<file path="config.mk">
export PLATFORM = sky130hd
export DESIGN_NAME = bsram_top
export DESIGN_NICKNAME = d
export VERILOG_FILES = /design/src/rtl/bsram_pkg.sv /design/src/rtl/bsram_burst_ctr.sv /design/src/rtl/bsram_array.sv /design/src/rtl/bsram_ctrl.sv /design/src/rtl/bsram_out.sv /design/src/rtl/bsram_top.sv
export SDC_FILE = /design/constraint.sdc
export NUM_CORES = 2
export LEC_CHECK = 0
export ABC_AREA = 1
export BUFFER_PORTS_ARGS = -buffer_cell sky130_fd_sc_hd__buf_2
export CAP_MARGIN = 10
export CELL_PAD_IN_SITES_DETAIL_PLACEMENT = 0
export CELL_PAD_IN_SITES_GLOBAL_PLACEMENT = 2
export CORE_ASPECT_RATIO = 1.1
export CORE_MARGIN = 2
export CORE_UTILIZATION = 45
export CTS_CLUSTER_DIAMETER = 50
export DETAILED_ROUTE_END_ITERATION = 8
export PLACE_DENSITY = 0.84
export SLEW_MARGIN = 20
export SYNTH_ARGS = -nofsm -noshare
export SYNTH_HDL_FRONTEND = slang
export SYNTH_SLANG_ARGS = --single-unit
</file>
<file path="constraint.sdc">
create_clock -name clk -period 8.5 [get_ports clk]
set_input_delay 1.7 -clock clk [delete_from_list [all_inputs] [get_ports clk]]
set_output_delay 1.7 -clock clk [all_outputs]
set_load 0.02 [all_outputs]
</file>
<file path="src/rtl/bsram_pkg.sv">
// Shared constants and types for the burst SRAM model.
// Assumes byte lanes of 8 bits and a four-word burst group.
package bsram_pkg;
    localparam int LANE_W  = 8;
    localparam int BURST_W = 2;

    typedef enum logic [1:0] {
        OP_NONE  = 2'd0,
        OP_READ  = 2'd1,
        OP_WRITE = 2'd2
    } op_e;
endpackage

</file>
<file path="src/rtl/bsram_burst_ctr.sv">
// Burst address generator: captures a start address and steps a
// two-bit counter through the four-word group in linear or
// interleaved order. Assumes ld and step are never high together.
module bsram_burst_ctr
    import bsram_pkg::*;
#(
    parameter int ADDR_W = 6
) (
    input  logic              clk,
    input  logic              rst_n,
    input  logic              ld,
    input  logic              step,
    input  logic              lin,
    input  logic [ADDR_W-1:0] addr_in,
    output logic [ADDR_W-1:0] cur_addr,
    output logic [ADDR_W-1:0] nxt_addr
);
    logic [ADDR_W-1:0]  base_q;
    logic [BURST_W-1:0] cnt_q;
    logic [BURST_W-1:0] cnt_nx;

    // Maps a start offset and burst count to a word offset
    function automatic logic [BURST_W-1:0] burst_low(
        input logic [BURST_W-1:0] start,
        input logic [BURST_W-1:0] cnt,
        input logic               linear
    );
        return linear ? (start + cnt) : (start ^ cnt);
    endfunction

    // Current and following burst addresses
    always_comb begin
        cnt_nx   = cnt_q + 1'b1;
        cur_addr = {base_q[ADDR_W-1:BURST_W], burst_low(base_q[BURST_W-1:0], cnt_q, lin)};
        nxt_addr = {base_q[ADDR_W-1:BURST_W], burst_low(base_q[BURST_W-1:0], cnt_nx, lin)};
    end

    // Start-address capture and counter stepping
    always_ff @(posedge clk) begin
        if (!rst_n) begin
            base_q <= '0;
            cnt_q  <= '0;
        end else if (ld) begin
            base_q <= addr_in;
            cnt_q  <= '0;
        end else if (step) begin
            cnt_q  <= cnt_nx;
        end
    end

    AST_LOAD_ADDR: assert property (@(posedge clk) disable iff (!rst_n)
        ld |=> (cur_addr == $past(addr_in)));

    AST_BURST_WRAP: assert property (@(posedge clk) disable iff (!rst_n)
        (step && !ld) |=> $stable(cur_addr[ADDR_W-1:BURST_W]));
endmodule

</file>
<file path="src/rtl/bsram_array.sv">
// Byte-lane storage with a registered read port. One lane memory
// per byte; assumes a read and a write never share an edge.
module bsram_array
    import bsram_pkg::*;
#(
    parameter int ADDR_W = 6,
    parameter int BYTES  = 4
) (
    input  logic                    clk,
    input  logic [ADDR_W-1:0]       addr,
    input  logic                    wr_en,
    input  logic [BYTES-1:0]        wr_mask,
    input  logic [BYTES*LANE_W-1:0] wdata,
    input  logic                    rd_en,
    output logic [BYTES*LANE_W-1:0] rdata
);
    localparam int DEPTH = 1 << ADDR_W;

    for (genvar g = 0; g < BYTES; g++) begin : g_lane
        logic [LANE_W-1:0] lane_mem [DEPTH];
        logic [LANE_W-1:0] lane_rd;

        // Masked write and registered read of one byte lane
        always_ff @(posedge clk) begin
            if (wr_en && wr_mask[g]) begin
                lane_mem[addr] <= wdata[g*LANE_W +: LANE_W];
            end
            if (rd_en) begin
                lane_rd <= lane_mem[addr];
            end
        end

        assign rdata[g*LANE_W +: LANE_W] = lane_rd;
    end
endmodule

</file>
<file path="src/rtl/bsram_ctrl.sv">
// Access decoder: qualifies the two strobes with the chip selects,
// tracks selection and the pending processor-strobe write, and
// issues one read, write or no-op per edge with its address.
// Assumes the burst counter supplies current and next addresses.
module bsram_ctrl
    import bsram_pkg::*;
#(
    parameter int ADDR_W = 6,
    parameter int BYTES  = 4
) (
    input  logic              clk,
    input  logic              rst_n,
    input  logic              cpu_stb_n,
    input  logic              ctl_stb_n,
    input  logic              step_n,
    input  logic              sel_a_n,
    input  logic              sel_b,
    input  logic              sel_c_n,
    input  logic              wr_all_n,
    input  logic              wr_byte_n,
    input  logic [BYTES-1:0]  lane_sel_n,
    input  logic [ADDR_W-1:0] addr_in,
    input  logic [ADDR_W-1:0] cur_addr,
    input  logic [ADDR_W-1:0] nxt_addr,
    output logic              ld,
    output logic              step,
    output logic [ADDR_W-1:0] op_addr,
    output logic              wr_en,
    output logic [BYTES-1:0]  wr_mask,
    output logic              rd_en,
    output logic              rd_pend,
    output logic              kill
);
    logic             cs_ok, cpu_req, ctl_req, start, desel, wr_req;
    logic [BYTES-1:0] mask_req;
    logic             active_q, cpu_pend_q, rd_pend_q;
    op_e              op;

    // Strobe qualification and write-mask decode
    always_comb begin
        cs_ok    = !sel_a_n && sel_b && !sel_c_n;
        cpu_req  = !cpu_stb_n && !sel_a_n;
        ctl_req  = !ctl_stb_n && !cpu_req;
        start    = cpu_req || ctl_req;
        desel    = start && !cs_ok;
        mask_req = !wr_all_n ? '1 : (!wr_byte_n ? ~lane_sel_n : '0);
        wr_req   = |mask_req;
    end

    // Per-edge operation choice with strobe priority
    always_comb begin
        op      = OP_NONE;
        ld      = 1'b0;
        step    = 1'b0;
        op_addr = cur_addr;
        if (desel) begin
            op = OP_NONE;
        end else if (cpu_req) begin
            ld      = 1'b1;
            op_addr = addr_in;
            op      = OP_READ;
        end else if (ctl_req) begin
            ld      = 1'b1;
            op_addr = addr_in;
            op      = wr_req ? OP_WRITE : OP_READ;
        end else if (active_q) begin
            if (cpu_pend_q && wr_req) begin
                op = OP_WRITE;
            end else begin
                step    = !step_n;
                op_addr = step ? nxt_addr : cur_addr;
                op      = wr_req ? OP_WRITE : OP_READ;
            end
        end
        wr_en   = (op == OP_WRITE);
        wr_mask = wr_en ? mask_req : '0;
        rd_en   = (op == OP_READ);
        kill    = desel || wr_en;
        rd_pend = rd_pend_q;
    end

    // Selection, pending-write and read-pipeline state
    always_ff @(posedge clk) begin
        if (!rst_n) begin
            active_q   <= 1'b0;
            cpu_pend_q <= 1'b0;
            rd_pend_q  <= 1'b0;
        end else begin
            rd_pend_q  <= rd_en;
            cpu_pend_q <= cpu_req && cs_ok;
            if (desel) begin
                active_q <= 1'b0;
            end else if (start) begin
                active_q <= 1'b1;
            end
        end
    end

    AST_CPU_STB_MASKED: assert property (@(posedge clk) disable iff (!rst_n)
        (!cpu_stb_n && sel_a_n && ctl_stb_n) |-> !ld);

    AST_DESEL_NO_ACCESS: assert property (@(posedge clk) disable iff (!rst_n)
        (!ctl_stb_n && cpu_stb_n && (sel_a_n || !sel_b || sel_c_n)) |-> (!wr_en && !rd_en));

    AST_CPU_FIRST_NO_WRITE: assert property (@(posedge clk) disable iff (!rst_n)
        (!cpu_stb_n && !sel_a_n && sel_b && !sel_c_n) |-> !wr_en);

    AST_CPU_SECOND_WRITE: assert property (@(posedge clk) disable iff (!rst_n)
        (!cpu_stb_n && !sel_a_n && sel_b && !sel_c_n)
        |=> (!(cpu_stb_n && ctl_stb_n && !wr_all_n) || (wr_en && op_addr == $past(addr_in))));

    AST_CTL_WRITE_NOW: assert property (@(posedge clk) disable iff (!rst_n)
        (!ctl_stb_n && cpu_stb_n && !sel_a_n && sel_b && !sel_c_n && !wr_all_n)
        |-> (wr_en && op_addr == addr_in));
endmodule

</file>
<file path="src/rtl/bsram_out.sv">
// Output stage: output register plus drive qualification. Drive is
// dropped after write or deselect edges and gated by output enable.
// Assumes rd_pend marks that rd_data holds a fresh array read.
module bsram_out #(
    parameter int DATA_W = 32
) (
    input  logic              clk,
    input  logic              rst_n,
    input  logic              rd_pend,
    input  logic              kill,
    input  logic [DATA_W-1:0] rd_data,
    input  logic              outen_n,
    output logic [DATA_W-1:0] dq_out,
    output logic              dq_drive
);
    logic              valid_q;
    logic [DATA_W-1:0] data_q;

    // Output register load and validity tracking
    always_ff @(posedge clk) begin
        if (!rst_n) begin
            valid_q <= 1'b0;
            data_q  <= '0;
        end else begin
            valid_q <= rd_pend && !kill;
            if (rd_pend) begin
                data_q <= rd_data;
            end
        end
    end

    // Combinational output-enable gating
    always_comb begin
        dq_out   = data_q;
        dq_drive = valid_q && !outen_n;
    end

    AST_WRITE_TRISTATE: assert property (@(posedge clk) disable iff (!rst_n)
        kill |=> !dq_drive);

    AST_READ_LATENCY: assert property (@(posedge clk) disable iff (!rst_n)
        (rd_pend && !kill) |=> (dq_drive == !outen_n));
endmodule

</file>
<file path="src/rtl/bsram_top.sv">
// Pipelined burst synchronous SRAM: wires the access decoder, burst
// counter, byte-lane array and output stage. Depth is 2**ADDR_W words;
// assumes ADDR_W > 2 and DATA_W a multiple of 8.
module bsram_top
    import bsram_pkg::*;
#(
    parameter int ADDR_W = 6,
    parameter int DATA_W = 32
) (
    input  logic              clk,
    input  logic              rst_n,
    input  logic [ADDR_W-1:0] addr,
    input  logic              cpu_stb_n,
    input  logic              ctl_stb_n,
    input  logic              step_n,
    input  logic              sel_a_n,
    input  logic              sel_b,
    input  logic              sel_c_n,
    input  logic              outen_n,
    input  logic              wr_all_n,
    input  logic              wr_byte_n,
    input  logic [DATA_W/8-1:0] lane_sel_n,
    input  logic              order_linear,
    input  logic [DATA_W-1:0] dq_in,
    output logic [DATA_W-1:0] dq_out,
    output logic              dq_drive
);
    localparam int BYTES = DATA_W / LANE_W;

    logic              ld, step, wr_en, rd_en, rd_pend, kill;
    logic [ADDR_W-1:0] cur_addr, nxt_addr, op_addr;
    logic [BYTES-1:0]  wr_mask;
    logic [DATA_W-1:0] rd_data;

    bsram_ctrl #(.ADDR_W(ADDR_W), .BYTES(BYTES)) u_ctrl (
        .clk(clk), .rst_n(rst_n),
        .cpu_stb_n(cpu_stb_n), .ctl_stb_n(ctl_stb_n), .step_n(step_n),
        .sel_a_n(sel_a_n), .sel_b(sel_b), .sel_c_n(sel_c_n),
        .wr_all_n(wr_all_n), .wr_byte_n(wr_byte_n), .lane_sel_n(lane_sel_n),
        .addr_in(addr), .cur_addr(cur_addr), .nxt_addr(nxt_addr),
        .ld(ld), .step(step), .op_addr(op_addr),
        .wr_en(wr_en), .wr_mask(wr_mask), .rd_en(rd_en),
        .rd_pend(rd_pend), .kill(kill)
    );

    bsram_burst_ctr #(.ADDR_W(ADDR_W)) u_burst (
        .clk(clk), .rst_n(rst_n), .ld(ld), .step(step), .lin(order_linear),
        .addr_in(addr), .cur_addr(cur_addr), .nxt_addr(nxt_addr)
    );

    bsram_array #(.ADDR_W(ADDR_W), .BYTES(BYTES)) u_array (
        .clk(clk), .addr(op_addr), .wr_en(wr_en), .wr_mask(wr_mask),
        .wdata(dq_in), .rd_en(rd_en), .rdata(rd_data)
    );

    bsram_out #(.DATA_W(DATA_W)) u_out (
        .clk(clk), .rst_n(rst_n), .rd_pend(rd_pend), .kill(kill),
        .rd_data(rd_data), .outen_n(outen_n),
        .dq_out(dq_out), .dq_drive(dq_drive)
    );
endmodule

</file>
==> flow_summary_export.csv <==
group,metric,value,unit
floorplan,ios,87,
worst_setup_path,crit_type,"in2reg",
route,avgRoutedWirePerCell,22.7,um
hold_path,min_path_type,"reg2reg",
clock_tree,clk_pin_slew_worst_paths,60,ps
clock_tree,cts_setup_buffers,0,
worst_setup_path,rrSetupSlack,4190,ps
route,dr.pass1.iters,6,
floorplan,fp.dieArea,208000,um^2
worst_setup_path,path_common_cell,"nand2_1",
worst_setup_path,critical_path.startpoint_type,"primary input",
synthesis,synth_top_family_by_area,"simple AND/OR/NAND/NOR gates",
synthesis,synth-compound-area-share,0.0169,
sta,fin_crit,5150,ps
grt,grt-ovfl-total,0,
cells_and_area,drive_gt1_frac,0.0756,
power,power_density,226,nW/um^2
sta,finalHoldViolations,0,
floorplan,coreArea,204000,um^2
place,dp.final_hpwl,160000,um
synthesis,syn_avg_cell_area,10.2,um^2
worst_setup_path,endpoint,"u_array.g_lane[1].lane_rd[3]$_DFFE_PP_",
route,drt_wl_total,273000,um
route,drtIter0Drc,5544,
power,irDropWorstVdd,0.000229,V
sta,min_period_over_period,0.606,
synthesis,yosysWarnings,0,
worst_setup_path,critPathLaunch,"sel_a_n",
synthesis,netlist_area,92100,um^2
route,route.detailed.drc,0,
route,vias,60100,
sta,setup_violations,0,
clock_tree,htreeDepth,4,
worst_setup_path,cp_cell_sequence,"buf_2 > nor3_2 > inv_2 > nor2_4 > inv_2 > or2_2 > nand3_4 > buf_12 > buf_4 > nand2_1 > nand3_1 > nand2_1 > o21ai_1 > nand2_1 > nor2_1 > nand2_1",
worst_setup_path,reg2reg_depth,15,
cells_and_area,final_util,0.503,
grt,grt_max_degree,160,
sta,clock.fmax,0.194,GHz
worst_setup_path,crit_slowest_cell,"buf_4",
synthesis,synthAdderAreaFrac,0.000272,
place,placed_cells,11600,
synthesis,synth.distinct_cells,34,
synthesis,ys_seq_elements,2124,
synthesis,synth_top_area_share,0.678,
sta,worstMarginPinSlew,1240,ps
synthesis,netlist_instances,9061,
clock_tree,cts_tree,"yes",
synthesis,synth_area_leader_cell,"edfxtp_1",
floorplan,rows,174,
cells_and_area,nets,9125,
worst_setup_path,crit_path_end_kind,"flop",
synthesis,synthMuxAreaShare,0,
sta,timing.slew.headroom,0.170,
place,gp_congestion,0.853,
cells_and_area,fin_cells,12000,
synthesis,synth-xor-area-share,0.0000951,
grt,grt_pass1_vias,57900,
power,leakage,44.5,nW
clock_tree,clock_latency,880,ps
synthesis,synth_simple_gate_area_frac,0.194,
clock_tree,root_buffer,"clkbuf_16",
sta,slew_viol_final,0,
worst_setup_path,cp_data_required_time,9110,ps
clock_tree,cts.sinks,2124,
grt,grt_antenna_before_repair,19,
worst_setup_path,cp.arrival,5770,ps
floorplan,start_util,0.452,
sta,whs,490,ps
floorplan,die_x,435,um
worst_setup_path,max_stage_delay,600,ps
route,via_per_inst,5.00,
route,drtAntennaViolNets,0,
clock_tree,clock_path_buffers,3,
synthesis,synth_fp_nets,9117,
synthesis,yosysSeqAreaShare,0.688,
sta,rsz0062_at_grt,"false",
worst_setup_path,cp_max_fo,156,
sta,final.setup_skew,33.3,ps
worst_setup_path,regToRegEndpoint,"u_array.g_lane[1].lane_rd[3]$_DFFE_PP_",
grt,grt_pass1_wl,395000,um
clock_tree,numCtsBuffers,227,
outcome,status,"finished, final reports clean",
cells_and_area,area_growth,11.3,%
clock_tree,postCtsHoldBufs,0,
sta,tns,0,ps
floorplan,die-height,478,um
run,maxCapViolations,0,
worst_setup_path,r2r-start,"u_burst.cnt_q[0]$_SDFFE_PP0P_",
power,totalPowerFinal,23.2,mW
grt,grt_usage,0.260,
place,portBuffers,86,
synthesis,synth.area.top_cells,"edfxtp_1 68%, nand2_1 11%, inv_1 7.9%, nand3_1 5.6%, nor2_1 1.6%",
clock_tree,post_cts_resized,0,
## report_power, final
| group | internal [mW] | leakage [nW] | switching [mW] |
|---|---|---|---|
| logic | 0.407 | 21.8 | 1.40 |
| clock network | 5.58 | 3.59 | 4.20 |
| registers | 11.5 | 19.1 | 0.0334 |
| total | 17.5 | 44.5 | 5.63 |
## worst min-delay path by stage
stage / start / to / slack (ps) / depth (start not counted)
2_1_floorplan: u_array.g_lane[0].lane_rd[0]$_DFFE_PP_ / u_out.dq_out[0]$_SDFFE_PN0P_ / 450 / 2
3_3_place_gp: u_out.dq_out[1]$_SDFFE_PN0P_ / u_out.dq_out[1]$_SDFFE_PN0P_ / 470 / 2
3_5_place_dp: u_out.dq_out[2]$_SDFFE_PN0P_ / u_out.dq_out[2]$_SDFFE_PN0P_ / 480 / 2
4_1_cts: u_out.dq_out[2]$_SDFFE_PN0P_ / u_out.dq_out[2]$_SDFFE_PN0P_ / 500 / 2
5_1_grt: u_out.dq_out[2]$_SDFFE_PN0P_ / u_out.dq_out[2]$_SDFFE_PN0P_ / 520 / 2
6_report: u_out.dq_out[2]$_SDFFE_PN0P_ / u_out.dq_out[2]$_SDFFE_PN0P_ / 490 / 2
## worst max-delay path: cells and delay by family
family                 cells  cell delay, ps
and+or+nand+nor           10            2200
AOI/OAI and AO/OA          1             130
buffers and inverters      5            1390
## state kept, by name, indices dropped and copies added, names as in the netlist
name                     flops
u_array.g_lane.lane_mem   2048
u_array.g_lane.lane_rd      32
u_burst.base_q               6
u_burst.cnt_q                2
u_ctrl.active_q              1
u_ctrl.cpu_pend_q            1
u_ctrl.rd_pend               1
u_out.dq_out                32
u_out.valid_q                1
## cell usage after synthesis (all sizes together)
cell type	number
a211oi	1
a21oi	5
a31oi	1
buf	287
clkbuf	124
clkinv	1
dfxtp	44
edfxtp	2080
ha	2
inv	1943
nand2	2645
nand3	1031
nand4	34
nor2	416
nor3	10
nor4	2
o211a	1
o21ai	298
o31ai	1
or2	134
xor2	1
## metal layers
layer,GRT usage,vias up,part of all wire
li1,-,28700,-
met1,0.343,29300,0.42
met5,0,-,0.00028
met3,0.0437,402,0.060
met4,0.0942,8,0.036
met2,0.434,1642,0.48
## logic make-up (layout without fill, tap and decap cells)
logic type / Yosys count / after routing
other: 0 / 10
buffers and inverters: 2355 / 2561
flip-flops: 2124 / 2124
AO/OA/AOI/OAI: 307 / 307
adder cells (fa/ha/maj): 2 / 2
AND/OR/NAND/NOR: 4272 / 4272
XOR/XNOR: 1 / 1
## placed cells by master, fill, tap and decap left out, types with 34 or more instances in the layout
master / n
nand2_1: 2643
clkbuf_16: 233
edfxtp_1: 2080
o21ai_1: 230
buf_2: 86
o21ai_0: 64
inv_1: 1937
clkinv_2: 49
or2_2: 132
nor2_1: 401
nand4_1: 34
dfxtp_1: 44
nand3_1: 1030
clkinv_1: 40
buf_4: 84
clkbuf_1: 48
## cell type report
type	count	area [um^2]
Fill cell	18600	101000
Sequential cell	2124	63300
Multi-Input combinational cell	4582	19600
Inverter	1944	7300
Clock buffer	286	6080
Tap cell	2728	3410
Timing Repair Buffer	190	1480
Clock inverter	141	1260
Antenna cell	10	25.0
## through the flow
stage                     instance area, um^2  setup slack (ps)
final                                  102000              3350
after floorplan                         92100              4300
after CTS                              102000              3530
after global routing                   102000              3220
after global placement                  95000              2440
after detailed placement                95100              2590
Note: power is estimated with default switching activity, not from simulation.
